**config.mk**
```make
export PLATFORM = sky130hd
export DESIGN_NAME = dram_wcycle_mon
export DESIGN_NICKNAME = d
export VERILOG_FILES = /design/src/rtl/dram_wcycle_mon.sv
export SDC_FILE = /design/constraint.sdc
export NUM_CORES = 1
export LEC_CHECK = 0
export BUFFER_PORTS_ARGS = -buffer_cell sky130_fd_sc_hd__buf_2
export CAP_MARGIN = 20
export CORE_MARGIN = 2
export CORE_UTILIZATION = 53
export CTS_BUF_LIST = sky130_fd_sc_hd__clkbuf_8
export CTS_CLUSTER_DIAMETER = 30
export DETAILED_ROUTE_END_ITERATION = 10
export PLACE_DENSITY = 0.78
export SLEW_MARGIN = 20
export SYNTH_ARGS = -nofsm -noshare
export SYNTH_HDL_FRONTEND = slang
export SYNTH_SLANG_ARGS = --single-unit
export TNS_END_PERCENT = 5
```
**constraint.sdc**
```tcl
create_clock -name clk -period 3.3 [get_ports clk]
set_clock_uncertainty 0.05 [all_clocks]
set_input_delay 0.33 -clock clk [delete_from_list [all_inputs] [get_ports clk]]
set_output_delay 0.33 -clock clk [all_outputs]
set_load 0.05 [all_outputs]
```
**src/rtl/dram_wcycle_mon.sv**
```systemverilog
module dram_wcycle_mon #(
  parameter int DW = 4,
  parameter int CW = 6
) (
  input  logic          clk,
  input  logic          rst_n,
  input  logic          ras_n,
  input  logic          cas_n,
  input  logic          we_n,
  input  logic          col_stb,
  input  logic [CW-1:0] cfg_wcs,
  input  logic [CW-1:0] cfg_rwd,
  input  logic [CW-1:0] cfg_cwd,
  input  logic [CW-1:0] cfg_awd,
  input  logic [DW-1:0] din,
  input  logic [DW-1:0] rd_data,
  output logic [DW-1:0] dout,
  output logic          dout_oe,
  output logic          wr_stb,
  output logic [DW-1:0] wr_data,
  output logic [1:0]    ctype,
  output logic          ctype_vld,
  output logic          err
);
  localparam logic [1:0] T_RD = 2'b00, T_EW = 2'b01, T_RMW = 2'b10, T_IND = 2'b11;
  localparam logic [CW-1:0] TMAX = '1;

  logic          prev_ras, prev_cas, prev_we;
  logic          cas_seen, we_seen, col_seen;
  logic [CW-1:0] tick, t_cas, t_we, t_col;
  logic [1:0]    cls;

  logic          ras_fall, ras_rise, cs, ws, ks;
  logic          cas_fall, we_fall, col_ev;
  logic [CW-1:0] cur, tw, tk;
  logic          ew_ok, rmw_ok, dec_ew, dec_rd, dec_dw, dec;
  logic [1:0]    nxt_cls;

  assign ras_fall = prev_ras & ~ras_n;
  assign ras_rise = ~prev_ras & ras_n;
  assign cur      = ras_fall ? '0 : tick;
  assign cs       = cas_seen & ~ras_fall;
  assign ws       = we_seen & ~ras_fall;
  assign ks       = col_seen & ~ras_fall;

  assign cas_fall = ~ras_n & prev_cas & ~cas_n & ~cs;
  assign we_fall  = ~ras_n & ~we_n & ~ws & (prev_we | ras_fall);
  assign col_ev   = ~ras_n & col_stb & ~ks;

  assign tw = ws ? t_we : cur;
  assign tk = ks ? t_col : cur;

  assign ew_ok  = (cur - tw) >= cfg_wcs;
  assign rmw_ok = (cur >= cfg_rwd) && ((cur - t_cas) >= cfg_cwd) &&
                  (ks | col_ev) && ((cur - tk) >= cfg_awd);

  assign dec_ew  = cas_fall & (ws | we_fall);
  assign dec_rd  = cas_fall & ~(ws | we_fall);
  assign dec_dw  = we_fall & cs;
  assign dec     = dec_ew | dec_dw;
  assign nxt_cls = dec_ew ? (ew_ok ? T_EW : T_IND) : (rmw_ok ? T_RMW : T_IND);

  assign dout = dout_oe ? rd_data : '0;

  always_ff @(posedge clk or negedge rst_n) begin
    if (!rst_n) begin
      prev_ras  <= 1'b1;
      prev_cas  <= 1'b1;
      prev_we   <= 1'b1;
      cas_seen  <= 1'b0;
      we_seen   <= 1'b0;
      col_seen  <= 1'b0;
      tick      <= '0;
      t_cas     <= '0;
      t_we      <= '0;
      t_col     <= '0;
      cls       <= T_RD;
      dout_oe   <= 1'b0;
      wr_stb    <= 1'b0;
      wr_data   <= '0;
      ctype     <= T_RD;
      ctype_vld <= 1'b0;
      err       <= 1'b0;
    end else begin
      prev_ras <= ras_n;
      prev_cas <= cas_n;
      prev_we  <= we_n;
      cas_seen <= ~ras_n & (cs | cas_fall);
      we_seen  <= ~ras_n & (ws | we_fall);
      col_seen <= ~ras_n & (ks | col_ev);
      tick     <= ras_n ? '0 : ((cur == TMAX) ? cur : cur + 1'b1);
      if (cas_fall) t_cas <= cur;
      if (we_fall)  t_we  <= cur;
      if (col_ev)   t_col <= cur;

      if (dec)           cls <= nxt_cls;
      else if (ras_fall) cls <= T_RD;

      if (ras_n)                          dout_oe <= 1'b0;
      else if (dec_rd)                    dout_oe <= 1'b1;
      else if (dec && nxt_cls != T_RMW)   dout_oe <= 1'b0;

      if (dec && nxt_cls == T_IND) err <= 1'b1;
      else if (ras_fall)           err <= 1'b0;

      wr_stb <= dec;
      if (dec) wr_data <= din;

      if (ras_rise) begin
        ctype     <= cls;
        ctype_vld <= 1'b1;
      end else if (ras_fall) begin
        ctype_vld <= 1'b0;
      end
    end
  end
endmodule


```
=== Yosys cells after proc, flatten, opt, wreduce, memory -nomap -nowiden ===
Cells that the tools add are included.

* Input bits: 38
* Output and inout bits: 14
* Register bits after elaboration: 42

* Bitwise gates (word level): 33
* Reductions and logical operators: 9
* Multiplexer cells: 17
* Eq/ne operators: 3
* Add/sub/neg operators: 4
* $lt $le $gt $ge: 4

{| class="wikitable"
|+ Operators with widths
! operator !! count
|-
| $mux 6 || 5
|-
| $ge 6x6->1 || 4
|-
| $and 1x1->1 || 19
|-
| $sub 6x6->6 || 3
|-
| $not 1->1 || 9
|-
| $mux 2 || 4
|-
| $mux 1 || 7
|-
| $add 6x1->6 const B || 1
|-
| $eq 6x6->1 const B || 1
|-
| $reduce_bool 2->1 || 3
|-
| $logic_and 1x1->1 || 5
|-
| $or 1x1->1 || 5
|-
| $mux 4 || 1
|-
| $reduce_bool 3->1 || 1
|-
| $eq 2x2->1 const B || 1
|-
| $ne 2x2->1 const B || 1
|}

=== Logic depth before layout (Yosys ltp) ===
* Depth in word-level cells: 16
* Gate-level depth with buffers: 19
* Mapped depth without buffers: 16

=== Worst setup path before layout ===
Ideal clock, no wire load.

* Path type: input to register
* Start: in ras_n
* End: reg dout_oe
* Stages: 19
* Required time: 3.131 ns
* Arrival: 3.327 ns
* Setup slack: -0.196 ns
* Cell sequence: buf_1 inv_1 ha_1 buf_6 buf_8 clkbuf_1 nor2_1 ha_1 inv_1 ha_1 o21ai_0 nand2b_1 a21oi_1 xnor2_1 ha_1 a21o_1 a221oi_1 nor4b_2 o21a_1

* Word-level cells in the longest chain between the ends: 14
* Elaborated cells between the ends (all ways): 46
* Classes of those cells: add/sub (3); order compare (4); eq/ne (1); mux (8); bitwise (25); reduce/logical (5)

{| class="wikitable"
|+ Ends and longest elaborated chain
! element !! line !! text
|-
| start, declared || 7 || <nowiki>input logic ras_n,</nowiki>
|-
| parallel branches: the longest is 14 deep, another holds $sub 6x6->6 || -- ||
|-
| end signal, assigned || 99 || <nowiki>if (ras_n) dout_oe <= 1'b0;</nowiki>
|-
| end signal, assigned || 100 || <nowiki>else if (dec_rd) dout_oe <= 1'b1;</nowiki>
|-
| end signal, assigned || 101 || <nowiki>else if (dec && nxt_cls != T_RMW) dout_oe <= 1'b0;</nowiki>
|-
| end, declared || 18 || <nowiki>output logic dout_oe,</nowiki>
|}

Parallel ways; which one is timed is not known.
A chain may end at the register's enable or synchronous reset.

=== Worst setup path after layout ===
* Start: reg prev_ras
* End: reg dout_oe

* Word-level cells in the longest chain between the ends: 13
* Elaborated cells between the ends (all ways): 41
* Classes of those cells: add/sub (3); order compare (4); eq/ne (1); mux (8); bitwise (20); reduce/logical (5)

{| class="wikitable"
|+ Ends and longest elaborated chain
! element !! line !! text
|-
| start, declared || 28 || <nowiki>logic prev_ras, prev_cas, prev_we;</nowiki>
|-
| start signal, assigned || 85 || <nowiki>prev_ras <= ras_n;</nowiki>
|-
| $and 1x1->1 * || 39 || <nowiki>assign ras_fall = prev_ras & ~ras_n;</nowiki>
|-
| parallel branches: the longest is 12 deep, another holds $sub 6x6->6 || -- ||
|}

Every way passes the cells marked *.

==> results.json <==
{
  "grt_pass1_vias": 2576,
  "drive_above_1_share_pct": 31.31,
  "worstSetupEndpointType": "register",
  "use_met3_pct": 2.935,
  "dp_hpwl_mm": 5.502,
  "grt_pass1_wl_mm": 11.61,
  "routedWlPerCell_microns": 14.59,
  "yosysTopAreaCellShare_pct": 29.92,
  "hold_class": "input pin to register",
  "die_y_microns": 82.45,
  "path_max_fanout": 6,
  "synth-seq-cells": 42,
  "grt_use_met2_pct": 36.53,
  "r2r_start": "prev_ras",
  "cts_tree": "built",
  "drc": 0,
  "grt_usage_pct": 21.92,
  "grt-busiest-layer": "met2",
  "drt_iter0_drc": 190,
  "final_hold_viol_count": 0,
  "synth_area_per_cell_sq_um": 9.293,
  "p_per_area_nw_per_um2": 415.8,
  "clkTransAtPathRegs_ns": 0.10,
  "timing_worst_setup_path_type": "register to register",
  "r2r_slack_ns": 0.12,
  "finalCritPeriodShare_pct": 96.26,
  "async_flop_share_pct": 100.0,
  "ys_seq_area_share_pct": 32.34,
  "layout_common_cells": "buf_2, ha_1, dfrtp_1",
  "clock_sinks": 42,
  "fillers": 479,
  "vdd_drop_max_uv": 304.8,
  "r2r-end": "dout_oe",
  "placementRows": 28,
  "cts_buffers": 5,
  "p_leak_nw": 1.999,
  "mappedNetlistArea_sq_um": 3262,
  "timing.critical_path.from": "prev_ras",
  "initial_core_util_pct": 55.09,
  "grt_max_degree": 43,
  "antenna_found_initial": 0,
  "synth_ff_type": "dfrtp_1",
  "synth_edf_count": 0,
  "core_sq_um": 5921,
  "ios": 52,
  "htree_num_levels": 2,
  "holdBufCountCts": 0,
  "maxCapViolCount": 0,
  "ant_nets": 0,
  "die_w_microns": 82.45,
  "tightestPinTransition_ns": 0.9065,
  "setup_ws_ns": 0.1233,
  "fin_crit_ns": 3.177,
  "status": "complete, no violations",
  "final_common_cell": "buf_2",
  "globalplace.congestion": 0.9476,
  "grt_overflow_total": 0,
  "drv_slew": 0,
  "final_nets": 507,
  "relSlewSlack_pct": 39.57,
  "wirelength_mm": 7.337,
  "yosys_warnings": 0,
  "crit_end": "dout_oe",
  "cts-root-buf": "clkbuf_8",
  "detail_route.vias_per_cell": 5.567,
  "pre_cts_ws_ns": 0.0009772,
  "first_pass_iters": 4,
  "synth_area_leader_cell": "dfrtp_1",
  "netlist_instances": 351,
  "num_vias": 2800,
  "cp.required_ns": 3.46,
  "synth_fp_nets": 431,
  "max_freq_ghz": 0.3148,
  "setup_viol": 0,
  "worstPathArrival_ns": 3.34,
  "rsz0062_at_grt": "true",
  "ff2ff_path_depth": 15,
  "antenna_cells": 0,
  "met1_usage_pct": 29.40,
  "synth_area_leaders": "dfrtp_1, ha_1, mux2_2, o21ai_0, inv_1",
  "holdWs_ns": 0.06563,
  "clock_latency_ns": 0.31,
  "die_area_sq_um": 6798,
  "syn_to_final_growth_pct": 19.83,
  "start_kind": "register",
  "ctsLongestPathBuffers": 2,
  "synth.distinct_cells": 61,
  "port_buffers": 51
}
-- layer usage --
layer  up-vias  part of all wire (%)  wire length (microns)
li1       1373                     -                      -
met1      1339                    44                   3243
met2        73                    50                   3670
met3        15                   3.7                    275
met4         0                   2.0                    148
met5         -                     0                      0
-- cells by family after synthesis --
kind of cell | count (synthesis) | synth area share [%]
buffers and inverters | 50 | 6.482
muxes | 20 | 6.904
AOI/OAI and AO/OA | 83 | 16.53
DFF | 42 | 32.34
xor gates and xnor gates | 12 | 3.452
adders and majority gates | 42 | 16.34
and+or+nand+nor | 102 | 17.95
-- cell type report --
type / count / area [sq um] / share of cell area, %
Inverter: 40 / 150.1 / 3.841
Sequential cell: 42 / 1056 / 27.02
Clock buffer: 5 / 68.82 / 1.761
Clock inverter: 3 / 48.80 / 1.248
Tap cell: 75 / 93.84 / 2.401
Multi-Input combinational cell: 259 / 2018 / 51.63
Timing Repair Buffer: 79 / 473.0 / 12.10
-- cell usage after synthesis, types with 2 or more instances --
library cell,instances
nor4_1,2
a21o_1,3
ha_1,41
xor2_1,4
mux2_2,16
inv_1,37
o21a_1,2
nor2b_4,4
nor2b_1,6
inv_2,3
nor2_1,18
o31ai_1,2
a211oi_1,6
o21ai_0,29
xnor2_1,7
a22oi_1,4
a21oi_1,13
dfrtp_1,39
a31oi_1,2
nand4_1,2
a21oi_2,4
clkbuf_1,3
buf_2,4
a21boi_0,2
mux2i_1,3
dfstp_2,3
nor3_1,3
nand3b_1,2
o211ai_1,2
and2_1,7
o21ai_1,4
nand2_1,34
nand2b_1,6
nand3_1,5
nor3b_2,2
a311oi_1,2
-- registers in the layout (all words and copies together) (netlist names), 2 cells and up --
register and flops:
cls 2, t_cas 6, t_col 6, t_we 6, ctype 2, wr_data 4, tick 6
-- what timing repair did --
item | 4_1_cts | 5_1_grt
setup buffers | 0 | 1
pin swaps | 0 | 4
gates resized for setup | 1 | 9
endpoints found under the setup margin | 1 | 4
-- stage by stage --
step	area, sq um	power (mW)	TNS, ns	util [%]	std cells
after floorplan	3271	1.025	0	-	351
after global placement	3759	1.172	0	63.48	494
after detailed placement	3759	1.194	0	63.48	494
after CTS	3879	1.623	0	65.51	502
after global routing	3909	1.723	-0.01777	66.02	503
final	3909	1.625	0	66.02	503
-- where the power goes --
group | leakage [nW] | switching (mW) | internal [mW]
clock | 0.0563 | 0.205 | 0.231
sequential | 0.549 | 0.0468 | 0.572
combinational | 1.39 | 0.324 | 0.247
total | 2.00 | 0.576 | 1.05
-- worst min path at each step --
stage / slack, ns / to / startpoint / cells after the start
floorplan: -0.02 / cas_seen / rst_n / 0
global placement: 0.39 / prev_cas / cas_n / 1
detailed placement: 0.40 / prev_cas / cas_n / 1
CTS: 0.07 / prev_cas / cas_n / 1
global route: 0.06 / prev_cas / cas_n / 1
finish: 0.07 / prev_cas / cas_n / 1
-- critical path, stage by stage (launching register included) --
cell	delay [ns]
dfstp_2	0.56
ha_4	0.18
buf_4	0.13
nor2b_4	0.04
ha_1	0.25
nor2b_1	0.12
o21ai_0	0.18
a21boi_0	0.17
or4_1	0.42
nand3_1	0.10
ha_1	0.22
o21a_1	0.10
o22ai_1	0.15
nor4b_2	0.07
buf_4	0.17
o21a_1	0.17
Note: power is estimated with default switching activity, not from simulation.
